File: src/rtl/smi_neg_pkg.sv
package smi_neg_pkg;
  localparam logic [7:0] CMD_ACPI_ON  = 8'hF1;
  localparam logic [7:0] CMD_ACPI_OFF = 8'hF0;
  localparam int         BCAST_BIT    = 0;

  typedef struct packed {
    logic acpiEn;
    logic acpiDis;
    logic smiReq;
    logic commit;
  } ctlStrobes_t;
endpackage

File: src/rtl/smi_neg_control.sv
module smi_neg_control
  import smi_neg_pkg::*;
(
  input  logic        clk,
  input  logic        rstN,
  input  logic        apmWe,
  input  logic [7:0]  apmCmd,
  input  logic        apmSmiEn,
  input  logic        commitStb,
  output ctlStrobes_t strb
);
  logic isOn, isOff;

  always_comb begin
    isOn        = (apmCmd == CMD_ACPI_ON);
    isOff       = (apmCmd == CMD_ACPI_OFF);
    strb.acpiEn  = apmWe && isOn;
    strb.acpiDis = apmWe && isOff;
    strb.smiReq  = apmWe && !isOn && !isOff && apmSmiEn;
    strb.commit  = commitStb;
  end

  // an SMI request never appears without a command write and the enable
  a_r7_smi_needs_enable: assert property (@(posedge clk) disable iff (!rstN)
    strb.smiReq |-> (apmWe && apmSmiEn));
endmodule

File: src/rtl/smi_neg_datapath.sv
module smi_neg_datapath
  import smi_neg_pkg::*;
#(
  parameter int          NUM_CPUS  = 4,
  parameter logic [63:0] HOST_MASK = 64'h8000_0100_0000_0005,
  localparam int         CPU_IDX_W = (NUM_CPUS > 1) ? $clog2(NUM_CPUS) : 1,
  localparam int         NUM_BYTES = 8
)(
  input  logic                 clk,
  input  logic                 rstN,
  input  ctlStrobes_t          strb,
  input  logic                 reqByteWe,
  input  logic [2:0]           reqByteIdx,
  input  logic [7:0]           reqByteData,
  input  logic [CPU_IDX_W-1:0] apmCpu,
  output logic [NUM_CPUS-1:0]  smiPulse,
  output logic                 acpiEnPulse,
  output logic                 acpiDisPulse,
  output logic                 featOk,
  output logic [63:0]          negotiated
);
  logic [NUM_BYTES-1:0][7:0] reqBytes;
  logic [63:0]               reqWord;
  logic [NUM_CPUS-1:0]       selOne;
  logic                      reqValid;

  assign reqWord  = reqBytes;
  assign reqValid = ((reqWord & ~HOST_MASK) == 64'd0);

  for (genvar b = 0; b < NUM_BYTES; b++) begin : g_byte
    always_ff @(posedge clk) begin
      if (!rstN)
        reqBytes[b] <= 8'd0;
      else if (reqByteWe && (reqByteIdx == 3'(b)))
        reqBytes[b] <= reqByteData;
    end
  end

  for (genvar c = 0; c < NUM_CPUS; c++) begin : g_cpu
    assign selOne[c] = (apmCpu == CPU_IDX_W'(c));
  end

  always_ff @(posedge clk) begin
    if (!rstN) begin
      featOk       <= 1'b0;
      negotiated   <= 64'd0;
      smiPulse     <= '0;
      acpiEnPulse  <= 1'b0;
      acpiDisPulse <= 1'b0;
    end else begin
      if (strb.commit && !featOk && reqValid) begin
        negotiated <= reqWord;
        featOk     <= 1'b1;
      end
      acpiEnPulse  <= strb.acpiEn;
      acpiDisPulse <= strb.acpiDis;
      if (strb.smiReq)
        smiPulse <= negotiated[BCAST_BIT] ? '1 : selOne;
      else
        smiPulse <= '0;
    end
  end

  a_r5_locked: assert property (@(posedge clk) disable iff (!rstN)
    featOk |=> (featOk && $stable(negotiated)));
  a_r4_subset_only: assert property (@(posedge clk) disable iff (!rstN)
    featOk |-> ((negotiated & ~HOST_MASK) == 64'd0));
  a_r6_no_smi_with_acpi: assert property (@(posedge clk) disable iff (!rstN)
    (acpiEnPulse || acpiDisPulse) |-> (smiPulse == '0));
  a_r8_single_target: assert property (@(posedge clk) disable iff (!rstN)
    !negotiated[BCAST_BIT] |=> $onehot0(smiPulse));
  a_r10_one_cycle: assert property (@(posedge clk) disable iff (!rstN)
    (acpiEnPulse && !$past(strb.acpiEn, 1) ) |-> 1'b0);
endmodule

File: src/rtl/smi_negotiate_top.sv
module smi_negotiate_top
  import smi_neg_pkg::*;
#(
  parameter int          NUM_CPUS  = 4,
  parameter logic [63:0] HOST_MASK = 64'h8000_0100_0000_0005,
  localparam int         CPU_IDX_W = (NUM_CPUS > 1) ? $clog2(NUM_CPUS) : 1
)(
  input  logic                 clk,
  input  logic                 rstN,
  input  logic                 reqByteWe,
  input  logic [2:0]           reqByteIdx,
  input  logic [7:0]           reqByteData,
  input  logic                 commitStb,
  input  logic                 apmWe,
  input  logic [7:0]           apmCmd,
  input  logic [CPU_IDX_W-1:0] apmCpu,
  input  logic                 apmSmiEn,
  output logic [NUM_CPUS-1:0]  smiPulse,
  output logic                 acpiEnPulse,
  output logic                 acpiDisPulse,
  output logic                 featOk,
  output logic [63:0]          negotiated
);
  ctlStrobes_t strb;

  smi_neg_control i_ctl (
    .clk(clk), .rstN(rstN), .apmWe(apmWe), .apmCmd(apmCmd),
    .apmSmiEn(apmSmiEn), .commitStb(commitStb), .strb(strb)
  );

  smi_neg_datapath #(.NUM_CPUS(NUM_CPUS), .HOST_MASK(HOST_MASK)) i_dp (
    .clk(clk), .rstN(rstN), .strb(strb),
    .reqByteWe(reqByteWe), .reqByteIdx(reqByteIdx), .reqByteData(reqByteData),
    .apmCpu(apmCpu), .smiPulse(smiPulse), .acpiEnPulse(acpiEnPulse),
    .acpiDisPulse(acpiDisPulse), .featOk(featOk), .negotiated(negotiated)
  );
endmodule

File: config.mk
export PLATFORM = sky130hd
export DESIGN_NAME = smi_negotiate_top
export DESIGN_NICKNAME = d
export VERILOG_FILES = /design/src/rtl/smi_neg_pkg.sv /design/src/rtl/smi_neg_control.sv /design/src/rtl/smi_neg_datapath.sv /design/src/rtl/smi_negotiate_top.sv
export SDC_FILE = /design/constraint.sdc
export NUM_CORES = 1
export LEC_CHECK = 0
export ABC_AREA = 1
export BUFFER_PORTS_ARGS = -buffer_cell sky130_fd_sc_hd__buf_2
export CAP_MARGIN = 20
export CORE_ASPECT_RATIO = 0.9
export CORE_MARGIN = 2
export CORE_UTILIZATION = 54
export CTS_CLUSTER_SIZE = 30
export DETAILED_ROUTE_END_ITERATION = 8
export GPL_TIMING_DRIVEN = 0
export PLACE_DENSITY_LB_ADDON = 0.05
export SLEW_MARGIN = 20
export SYNTH_ARGS = -nofsm -noshare
export SYNTH_HDL_FRONTEND = slang
export SYNTH_SLANG_ARGS = --single-unit
File: constraint.sdc
create_clock -name clk -period 1.8 [get_ports clk]
set_clock_uncertainty 0.05 [all_clocks]
set_input_delay 0.09 -clock clk [delete_from_list [all_inputs] [get_ports clk]]
set_output_delay 0.09 -clock clk [all_outputs]
set_load 0.02 [all_outputs]
* After elaboration in Yosys (flattened, before gate mapping)
Index checks and enable logic that the tools add are counted.
W data, S select, Z words.
** Cells by class
- Equality and inequality tests :: 12
- Multiplexer cells :: 1
- Reduce and logical (&&, ||, !) cells :: 22
** Operators by type and width (number)
- $logic_not A64 Y1 :: 1
- $eq A8 B8 Y1 const B :: 2
- $logic_and A1 B1 Y1 :: 15
- $eq A3 B3 Y1 const B :: 4
- $eq A3 B2 Y1 const B :: 2
- $eq A2 B2 Y1 const B :: 2
- $mux W4 :: 1
- $eq A3 B1 Y1 const B :: 1
- $logic_not A1 Y1 :: 3
- $logic_not A3 Y1 :: 1
- $eq A2 B1 Y1 const B :: 1
- $logic_not A2 Y1 :: 1
- $reduce_and A2 Y1 :: 1
** Word-level totals
- Flip-flop bits (word level) :: 135
- Bits of input ports :: 27
- Output and inout bits :: 71
- Logic and storage cells :: 48

* Longest topological paths before layout
Gate-level depths: netlist (run 1).
- Depth after elaboration :: 6
- Depth in mapped cells :: 9
- Depth with buffers taken out :: 8

* Hierarchy
Synthesis (run 1) repeated with hierarchy kept, for this count alone.
** Second synthesis, totals
- Cells, all modules :: 638
- Area total of the unflattened synthesis :: 4867.2 µm²
** Modules (own cells, without submodules)
- smi_neg_datapath :: times used 1, cells each 616, area each 4770.8 µm², seq. area each 2702.6 µm²
- smi_neg_control :: times used 1, cells each 22, area each 96.3 µm², seq. area each 0.0 µm²

* Worst setup path before layout (run 1)
Ideal clock, no wire load.
- Path type :: reg2reg
- Start :: reg i_dp.featOk
- End :: reg i_dp.negotiated[10]
- Setup time :: 0.111 ns
- Arrival :: 1.228 ns
- Required time :: 1.639 ns
- Setup slack :: 0.411 ns
- Cell stages (with the launch flop) :: 10
- Buffers on the path :: 1
- Clock period less this slack :: 1.389 ns
- Cell sequence :: dfxtp_1 nor2_1 nand2_1 nor2_1 nand2_1 nor2_4 nand2_4 buf_6 nand3_1 inv_1
** Between the ends
- Word-level cells in the longest chain between the ends :: 3
** Ends and longest elaborated chain
- start: declaration :: line smi_neg_datapath.sv:19 : output logic featOk,
- start signal: assignment :: line smi_neg_datapath.sv:45 : featOk <= 1'b0;
- start signal: assignment :: line smi_neg_datapath.sv:53 : featOk <= 1'b1;
- $logic_not A1 Y1 :: line smi_neg_datapath.sv:51 : if (strb.commit && !featOk && reqValid) begin
- $logic_and A1 B1 Y1 (2 in series) :: line smi_neg_datapath.sv:51
- end signal: assignment :: line smi_neg_datapath.sv:52 : negotiated <= reqWord;
- end: declaration :: line smi_neg_datapath.sv:20 : output logic [63:0] negotiated
Every way passes these cells.
A chain may end at the register's enable or synchronous reset.

==> impl_results.md, run 1 <==
* Unique cell type count in the Yosys netlist at 18
* Most common cell in the netlist: nor2_1
* Total GRT Usage at 24.3%
* Seq/Total Area, Yosys at 57.3%
* Die X-Extent at 102 um
* XOR/XNOR Fraction of Synth Area at 0%
* Post-Route Utilization at 71.5%
* Worst-Skew Late Latency at 510 ps
* Syn Area/Cell at 7.83 um^2
* Count of final setup violators at 0
* Core area at 8530 um^2
* Mapped Area at 4710 um^2
* Setup TNS at 0 ps
* H-tree depth at 4
* Post-synth top cells: nor2_1, dfxtp_1, inv_1, nand3_1, o21ai_0
* Post-synthesis simple-gate area fraction at 24.4%
* Crit path capture type: flip-flop
* Compound-cell area share of the yosys netlist at 8.33%
* Status: complete, no violations
* Post-synth top flop: dfxtp_1
* Antenna diodes at 0
* WS Path Type: in2reg
* Total number of vias at 4188
* Pre-CTS WS at 118 ps
* Total CTS buffers at 17
* Crit path required time at 2200 ps
* Cell taking the most area after synthesis: dfxtp_1
* Setup bufs post-CTS at 0
* Overall Power at 7020 uW
* Clk pin slew, worst setup/hold paths at 60 ps
* CP Max Fanout at 5
* Period minus WS final at 1730 ps
* Post-DP HPWL at 7.12 mm
* Worst Hold Launch: reqByteData[3]
* Synth warn at 0
* CTS sink count at 135
* Initial DRT Pass Iterations at 5
* Largest net degree at the start of global routing at 17
* Number of DRC markers in iteration 0 at 279
* Crit path launch: rstN
* Post-synth EDFFs at 0
* Post-synthesis adder-cell area fraction at 0%
* Non-filler instance count after layout at 859
* Detail Route Antenna Nets at 0
* Top-area cell type share of the netlist area at 57.3%
* Kind of path behind the tightest hold check: in2reg
* Final #Nets at 754
* Post-synth ARST share at 0%
* # DRC at 0
* Fmax at 577 MHz
* Final Cycle Share at 96.3%
* Leakage at 0.00333 uW
* Critical path data arrival time at 2140 ps
* FF-to-FF Start: i_dp.reqBytes[12]$_SDFFE_PN0P_
* Worst Setup Start Kind: input port
* Placed cell count at 809
* Via count of the first global-routing pass at 3858
* Post-synthesis mux area share at 0%
* Multi-input logic area at 1540 um^2
* Worst slew pin tran at 695 ps
* Final Hold Viols at 0
* Main combinational cell family by area after synthesis: simple AND/OR/NAND/NOR gates
* Slew Limit Headroom at 53.7%
* PwrDens at 1150 nW/um^2
* Post-Route WL at 10.9 mm
* Starting density of the core at 55.3%
* Syn nets at 629
* Share of layout cells above drive strength 1 at 17.6%
* Row cnt at 32
* Reg area at 2700 um^2
* CTS tree: built
* Slew Limit Fails at 0
* RSZ-0062 raised after global routing: false
* Drt via density at 4.88
* Number of fill cells in the layout at 696
* VDD IR max at 756 uV
* Port bufs at 88
* Post-Syn Instances at 602
* Final worst slack at 66.1 ps
* # IOs at 98
* Top cells by area, synth: dfxtp_1, nor2_1, nand3_1, o21ai_0, inv_1
* CTS Buffer Depth at 2
* GPL Wtd Cong at 0.796
* Seq cells post-synth at 135
* Average wire per standard cell at 12.7 um
* Chip height at 92.6 um
* Maxcap violations at 0
* Remaining global-route overflow at 0
* Clock Root Buffer: clkbuf_8
* Die ar. at 9490 um^2
* Layout area overhead at 29.4%
* Initial antenna violation count at 0
* Global-route wire length before repair at 17.9 mm
## placed cells by master (no fill, tap or decap), types with 2 or more instances in the layout
cell type,synthesis,routed
a21oi_1,13,13
buf_2,0,88
buf_6,6,6
dfxtp_1,135,134
clkinv_1,3,3
o21ai_0,64,64
nor2_1,177,177
dlygate4sd3_1,0,18
clkinvlp_4,0,4
bufinv_16,0,4
clkbuf_16,0,16
clkbuf_1,9,9
nand2_1,26,26
inv_6,0,3
nand3_1,66,66
clkinv_2,0,3
inv_1,82,82
nor2_4,2,2
buf_1,13,13
## power by group
| group | total (uW) | internal (uW) | switching (uW) | leakage (uW) |
|---|---|---|---|---|
| registers | 3070 | 3050 | 25.0 | 0.00109 |
| logic | 391 | 131 | 260 | 0.00194 |
| clock network | 3560 | 2250 | 1300 | 0.000291 |
| total | 7020 | 5430 | 1590 | 0.00333 |
## metal layers
| layer | part of all wire (%) | GRT usage [%] | vias to the layer above |
|---|---|---|---|
| li1 | - | - | 2122 |
| met4 | 0.94 | 7.44 | 0 |
| met1 | 44 | 30.2 | 1935 |
| met5 | 0 | 0 | - |
| met3 | 7.0 | 6.94 | 9 |
| met2 | 48 | 40.8 | 122 |
## logic make-up (layout without fill, tap and decap cells)
kind of cell / after synthesis / count (layout)
AND/OR/NAND/NOR: 276 / 276
flip-flops: 135 / 135
buffers and inverters: 113 / 251
AO/OA/AOI/OAI: 78 / 78
## what timing repair did
action	in CTS	in global routing
endpoints found under the hold margin	46	0
resized for setup	0	1
endpoints found under the setup margin	0	1
hold buffers	19	0
## layout make-up
cell class                      count  share of cell area (%)
Multi-Input combinational cell    354                    25.3
Tap cell                          119                    2.44
Sequential cell                   135                    44.3
Inverter                           85                    5.23
Clock inverter                     15                    3.28
Timing Repair Buffer              106                    10.2
Clock buffer                       17                    6.79
Buffer                             28                    2.46
## metrics by stage
step | instance area, um^2 | hold slack [ps]
final | 6100 | 25.3
after global routing | 6100 | 28.0
after CTS | 6110 | 3.39
after detailed placement | 5300 | 222
after global placement | 5300 | 224
after floorplan | 4710 | 119
## worst paths after layout
path / endpoint / slack (ps) / cells past startpoint
hold / removal: i_dp.reqBytes[19]$_SDFFE_PN0P_ / 30 / 3
setup / recovery: i_dp.acpiEnPulse$_SDFF_PN0_ / 70 / 6
hold reg to reg: i_dp.negotiated[38]$_SDFFE_PN0P_ / 400 / 2
setup reg to reg: i_dp.negotiated[8]$_SDFFE_PN0P_ / 170 / 9
## worst max-delay path: stages
cell and delay, ps:
dlygate4sd3_1 540, buf_1 200, nand3_1 100, dlygate4sd3_1 560, nor2_1 100, dlygate4sd3_1 540
## sequential cells by signal, indices dropped and copies added, names as in the netlist
name	cells
i_dp.smiPulse	4
i_dp.featOk	1
i_dp.acpiDisPulse	1
i_dp.acpiEnPulse	1
i_dp.reqBytes	64
i_dp.negotiated	64
Power figures use the tool's default switching activity.
==> inputs of run 2 (changes only) <==
--- a/config.mk
+++ b/config.mk
@@ -8,9 +8,9 @@
 export ABC_AREA = 1
 export BUFFER_PORTS_ARGS = -buffer_cell sky130_fd_sc_hd__buf_2
 export CAP_MARGIN = 20
-export CORE_ASPECT_RATIO = 0.9
 export CORE_MARGIN = 2
 export CORE_UTILIZATION = 54
+export CTS_CLUSTER_DIAMETER = 80
 export CTS_CLUSTER_SIZE = 30
 export DETAILED_ROUTE_END_ITERATION = 8
 export GPL_TIMING_DRIVEN = 0
==> run 2 against run 1 <==
- power decreased by 0.64%
- hold slack lost 10 ps
- final cell count decreased by 2.0%
- die area about the same
- via count decreased by 1.1%
- critical endpoint unchanged
==> impl_results.md, run 2 (same netlist as run 1, synthesis figures left out) <==
* FF-to-FF Start: i_dp.reqBytes[12]$_SDFFE_PN0P_
* H-tree depth at 4 (unchanged)
* Antenna diodes at 0 (unchanged)
* Post-DP HPWL at 6.95 mm (-2.4%)
* Share of layout cells above drive strength 1 at 17.4% (-0.13 points)
* CTS Buffer Depth at 2 (unchanged)
* Starting density of the core at 54.9% (-0.42 points)
* Post-Route WL at 10.7 mm (-2.2%)
* Maxcap violations at 0 (unchanged)
* Clk pin slew, worst setup/hold paths at 60 ps (about the same)
* Fin area at 6040 um^2 (-1.0%)
* Hold Path Stages at 3 (unchanged)
* Critical path data arrival time at 2080 ps (-60 ps)
* GPL Wtd Cong at 0.804 (+1.0%)
* WHS Endpoint: i_dp.reqBytes[55]$_SDFFE_PN0P_
* Overall Power at 6970 uW (-0.64%)
* Die ar. at 9490 um^2 (about the same)
* Total GRT Usage at 23.3% (-1.1 points)
* Largest net degree at the start of global routing at 17 (unchanged)
* Final #Nets at 750 (-0.53%)
* Post-Route Utilization at 70.3% (-1.3 points)
* CP Max Fanout at 2 (-3)
* Number of DRC markers in iteration 0 at 248 (-11%)
* R2R depth at 9 (unchanged)
* Drt via density at 4.92 (+0.85%)
* Worst Hold Launch: reqByteData[7]
* Fmax at 599 MHz (+3.8%)
* Count of final setup violators at 0 (unchanged)
* Remaining global-route overflow at 0 (unchanged)
* Kind of path behind the tightest hold check: in2reg
* Core area at 8590 um^2 (+0.76%)
* Layout area overhead at 28.1%
* PwrDens at 1150 nW/um^2 (+0.37%)
* # DRC at 0 (unchanged)
* Status: complete, no violations
* Period minus WS final at 1670 ps (-63.8 ps)
* Worst-Skew Late Latency at 520 ps (about the same)
* Worst Setup Start Kind: input port
* Detail Route Antenna Nets at 0 (unchanged)
* Initial DRT Pass Iterations at 5 (unchanged)
* Slew Limit Fails at 0 (unchanged)
* Setup TNS at 0 ps (unchanged)
* Flop-to-flop setup slack at 150 ps (-20 ps)
* # IOs at 98 (unchanged)
* Reg-to-Reg End: i_dp.negotiated[25]$_SDFFE_PN0P_
* Setup bufs post-CTS at 0 (unchanged)
* Final worst slack at 130 ps (+63.8 ps)
* Number of fill cells in the layout at 702 (+0.86%)
* Global-route wire length before repair at 17.7 mm (-1.4%)
* DP Area at 5290 um^2 (-0.26%)
* Crit path required time at 2210 ps (about the same)
* Clock Root Buffer: clkbuf_8
* Average wire per standard cell at 12.7 um (-0.27%)
* WS Path Type: in2reg
* Via count of the first global-routing pass at 3699 (-4.1%)
* Total number of vias at 4140 (-1.1%)
* Die X-Extent at 97.4 um (-4.9%)
* Total CTS buffers at 17 (unchanged)
* VDD IR max at 719 uV (-4.9%)
* Row cnt at 34 (+6.3%)
* Final Cycle Share at 92.8% (-3.5 points)
* Initial antenna violation count at 0 (unchanged)
* Commonest cells after routing, fill and taps aside: nor2_1, dfxtp_1, buf_2, inv_1, nand3_1
* Pre-CTS WS at 148 ps (+29.9 ps)
* Port bufs at 88 (unchanged)
* Worst slew pin tran at 608 ps (-86.8 ps)
* Crit path capture type: flip-flop
* CTS sink count at 135 (unchanged)
* Final Hold Viols at 0 (unchanged)
* Leakage at 0.00331 uW (-0.57%)
* Largest regs: i_dp.negotiated x64, i_dp.reqBytes x64, i_dp.smiPulse x4
* Chip height at 97.4 um (+5.2%)
* Slew Limit Headroom at 59.5% (+5.8 points)
* RSZ-0062 raised after global routing: false
* CTS tree: built
* Commonest non-fill, non-tap cell in the layout: nor2_1
==> run 2: layout make-up <==
| class | instances | area, um^2 | area share, % |
|---|---|---|---|
| sequential | 135 | 2700 | 44.8 |
| clock buffer | 18 | 428 | 7.09 |
| tap | 108 | 135 | 2.24 |
| multi-input combinational | 354 | 1540 | 25.5 |
| clock inverter | 12 | 179 | 2.96 |
| inverter | 85 | 319 | 5.28 |
| timing repair buffer | 102 | 581 | 9.61 |
| buffer | 28 | 150 | 2.49 |
==> run 2: worst max-delay path, stage by stage <==
cell and delay (ps):
dlygate4sd3_1 530, buf_2 130, nand3_1 70, dlygate4sd3_1 560, nor2_1 130, dlygate4sd3_1 570
==> run 2: power by group <==
| group | switching [uW] | internal, uW |
|---|---|---|
| Clock | 1250 | 2270 |
| Sequential | 26.0 | 3050 |
| Combinational | 257 | 125 |
==> run 2: routing by layer <==
metal	track usage, %	part of all wire [%]	vias to the layer above
li1	-	-	2117
met1	31.8	48	1879
met2	35.8	44	131
met3	6.55	6.5	13
met4	8.01	1.6	0
met5	0	0	-
==> run 2: stage by stage <==
step / hold WS, ps / std cells
global placement: 231 / 798
detailed placement: 231 / 798
finish: 15.2 / 842
floorplan: 119 / 602
global route: 24.9 / 842
CTS: 3.19 / 843
==> run 2: worst max path at each step <==
stage	slack, ps	to	from
after CTS	40	i_dp.smiPulse[1]$_SDFF_PN0_	i_dp.negotiated[0]$_SDFFE_PN0P_
after global routing	20	i_dp.negotiated[25]$_SDFFE_PN0P_	i_dp.reqBytes[13]$_SDFFE_PN0P_
final	130	i_dp.acpiEnPulse$_SDFF_PN0_	apmWe
after global placement	200	i_dp.negotiated[4]$_SDFFE_PN0P_	i_dp.reqBytes[12]$_SDFFE_PN0P_
after floorplan	410	i_dp.negotiated[10]$_SDFFE_PN0P_	i_dp.featOk$_SDFFE_PN0P_
after detailed placement	150	i_dp.negotiated[18]$_SDFFE_PN0P_	i_dp.reqBytes[12]$_SDFFE_PN0P_
==> run 2: what timing repair did <==
action                     CTS  global route
gates resized for setup      0             1
setup endpoints to repair    0             1
hold buffers                15             0
hold endpoints to repair    44             0
==> inputs of run 3 (changes only) <==
--- a/config.mk
+++ b/config.mk
@@ -15,7 +15,8 @@
 export DETAILED_ROUTE_END_ITERATION = 8
 export GPL_TIMING_DRIVEN = 0
 export PLACE_DENSITY_LB_ADDON = 0.05
-export SLEW_MARGIN = 20
+export RECOVER_POWER = 25
+export SLEW_MARGIN = 15
 export SYNTH_ARGS = -nofsm -noshare
 export SYNTH_HDL_FRONTEND = slang
 export SYNTH_SLANG_ARGS = --single-unit
==> run 3 against run 2 <==
- non-clock buffer count stayed put
- via count unchanged
- clock power hardly changed
- power about the same
- sequential share of layout area about the same
- worst setup slack stayed put
- maximum frequency stayed put
- critical path depth unchanged
- final cell count stayed put
- count of clock-buffer cells in the layout unchanged
- register-to-register slack barely moved
- sequential power about the same
- largest power group unchanged
==> impl_results.md, run 3 (same netlist as run 1, synthesis figures left out) <==
* Slew Limit Headroom at 59.5% (unchanged)
* Core area at 8590 um^2 (unchanged)
* Total GRT Usage at 23.3% (unchanged)
* Detail Route Antenna Nets at 0 (unchanged)
* DP Area at 5290 um^2 (unchanged)
* Post-Route WL at 10.7 mm (about the same)
* Maxcap violations at 0 (unchanged)
* Worst Setup Start Kind: input port
* Routing usage on met3 at 6.55% (unchanged)
* Final Hold Viols at 0 (unchanged)
* Clk pwr share at 50.5% (about the same)
* Worst slew pin tran at 608 ps (unchanged)
* Commonest cells after routing, fill and taps aside: nor2_1, dfxtp_1, buf_2, inv_1, nand3_1
* Psw at 1530 uW (about the same)
* Sequential Power Share at 44.0% (about the same)
* Worst-Skew Late Latency at 520 ps (about the same)
* Count of final setup violators at 0 (unchanged)
* Post-DP HPWL at 6.95 mm (unchanged)
* Die X-Extent at 97.4 um (unchanged)
* Sw frac at 22.0% (about the same)
* Int Power at 5440 uW (about the same)
* Setup bufs post-CTS at 0 (unchanged)
* Worst path cell trace: dlygate4sd3_1 -> buf_2 -> nand3_1 -> dlygate4sd3_1 -> nor2_1 -> dlygate4sd3_1
* Kind of path behind the tightest hold check: in2reg
* Chip height at 97.4 um (unchanged)
* Antenna diodes at 0 (unchanged)
* Total CTS buffers at 17 (unchanged)
* Comb pwr share at 5.5% (about the same)
* Clk pin slew, worst setup/hold paths at 60 ps (about the same)
* CP dominant cell by count: dlygate4sd3_1
* Fin area at 6040 um^2 (about the same)
* Max incr delay on CP at 570 ps (about the same)
* Commonest non-fill, non-tap cell in the layout: nor2_1
* PwrDens at 1160 nW/um^2 (about the same)
* Setup TNS at 0 ps (unchanged)
* RSZ-0062 raised after global routing: false
* Clock Root Buffer: clkbuf_8
* Fmax at 599 MHz (unchanged)
* VDD IR max at 719 uV (about the same)
* Final Cycle Share at 92.8% (unchanged)
* Starting density of the core at 54.9% (unchanged)
* Row cnt at 34 (unchanged)
* Initial antenna violation count at 0 (unchanged)
* Number of DRC markers in iteration 0 at 248 (unchanged)
* Met1 GRT Util at 31.8% (unchanged)
* H-tree depth at 4 (unchanged)
* # IOs at 98 (unchanged)
* Largest net degree at the start of global routing at 17 (unchanged)
* Remaining global-route overflow at 0 (unchanged)
* Crit path required time at 2210 ps (about the same)
* CTS Buffer Depth at 2 (unchanged)
* CP Max Fanout at 2 (unchanged)
* Global-route wire length before repair at 17.7 mm (unchanged)
* Die ar. at 9490 um^2 (unchanged)
* Share of layout cells above drive strength 1 at 17.2% (-0.27 points)
* CTS tree: built
* Met2 Resource Use GR at 35.8% (unchanged)
* Slew Limit Fails at 0 (unchanged)
* WS Path Type: in2reg
* Leakage at 0.00330 uW (-0.17%)
* Drt via density at 4.92 (unchanged)
* Average wire per standard cell at 12.7 um (about the same)
* Total number of vias at 4140 (unchanged)
* Via count of the first global-routing pass at 3699 (unchanged)
* Largest regs: i_dp.negotiated x64, i_dp.reqBytes x64, i_dp.smiPulse x4
* GRT Max-Usage Layer: met2
* Port bufs at 88 (unchanged)
* Critical path data arrival time at 2080 ps (about the same)
* Post-Route Utilization at 70.2% (about the same)
* Period minus WS final at 1670 ps (unchanged)
* Layout area overhead at 28.0% (about the same)
* CTS sink count at 135 (unchanged)
* Final #Nets at 750 (unchanged)
* Status: complete, no violations
* Crit path capture type: flip-flop
* # DRC at 0 (unchanged)
* CP max stage cell: dlygate4sd3_1
* Initial DRT Pass Iterations at 5 (unchanged)
* GPL Wtd Cong at 0.804 (unchanged)
## run 3: layout make-up
cell class / count / area [um^2]
plain buffers: 28 / 150
clock buffers: 18 / 428
clock inverters: 12 / 179
fillers: 704 / 2560
inverters: 85 / 319
multi-input cells: 354 / 1540
flip-flops and latches: 135 / 2700
well taps: 108 / 135
repair buffers: 102 / 578
## run 3: routing by layer
metal  vias up  wire (um)
li1       2117          -
met1      1879       5090
met2       131       4740
met3        13        702
met4         0        169
met5         -          0
## run 3: timing repair
| action | CTS | global route |
|---|---|---|
| hold endpoints to repair | 44 | 0 |
| hold buffers | 15 | 0 |
| gates resized for setup | 0 | 1 |
| endpoints found under the setup margin | 0 | 1 |
## run 3: worst paths after layout
kind                                                         end  slack [ps]  depth (start not counted)                        startpoint
worst max-delay path                 i_dp.acpiEnPulse$_SDFF_PN0_         130                          6                             apmWe
worst min register to register  i_dp.negotiated[13]$_SDFFE_PN0P_         400                          2  i_dp.negotiated[13]$_SDFFE_PN0P_
worst min-delay path              i_dp.reqBytes[55]$_SDFFE_PN0P_          10                          3                    reqByteData[7]
worst max register to register  i_dp.negotiated[25]$_SDFFE_PN0P_         150                          9    i_dp.reqBytes[12]$_SDFFE_PN0P_
## run 3: critical path: cells and delay by family
kind / cells / cell delay [ps]
buffers and inverters: 4 / 1790
and+or+nand+nor: 2 / 200
## run 3: power by group through the flow
| stage | logic (uW) | registers (uW) | clock network (uW) |
|---|---|---|---|
| final | 382 | 3070 | 3520 |
| after global routing | 430 | 3080 | 3700 |
| after CTS | 383 | 3070 | 3560 |
| after detailed placement | 359 | 3130 | 0 |
| after global placement | 352 | 3130 | 0 |
| after floorplan | 243 | 3140 | 0 |
## run 3: metrics by stage
step | hold WS [ps] | total power (uW) | instances | worst slack [ps]
finish | 14.4 | 6970 | 842 | 130
CTS | 3.19 | 7010 | 843 | 40.2
global placement | 231 | 3480 | 798 | 202
detailed placement | 231 | 3490 | 798 | 148
floorplan | 119 | 3380 | 602 | 411
global route | 24.9 | 7210 | 842 | 17.3
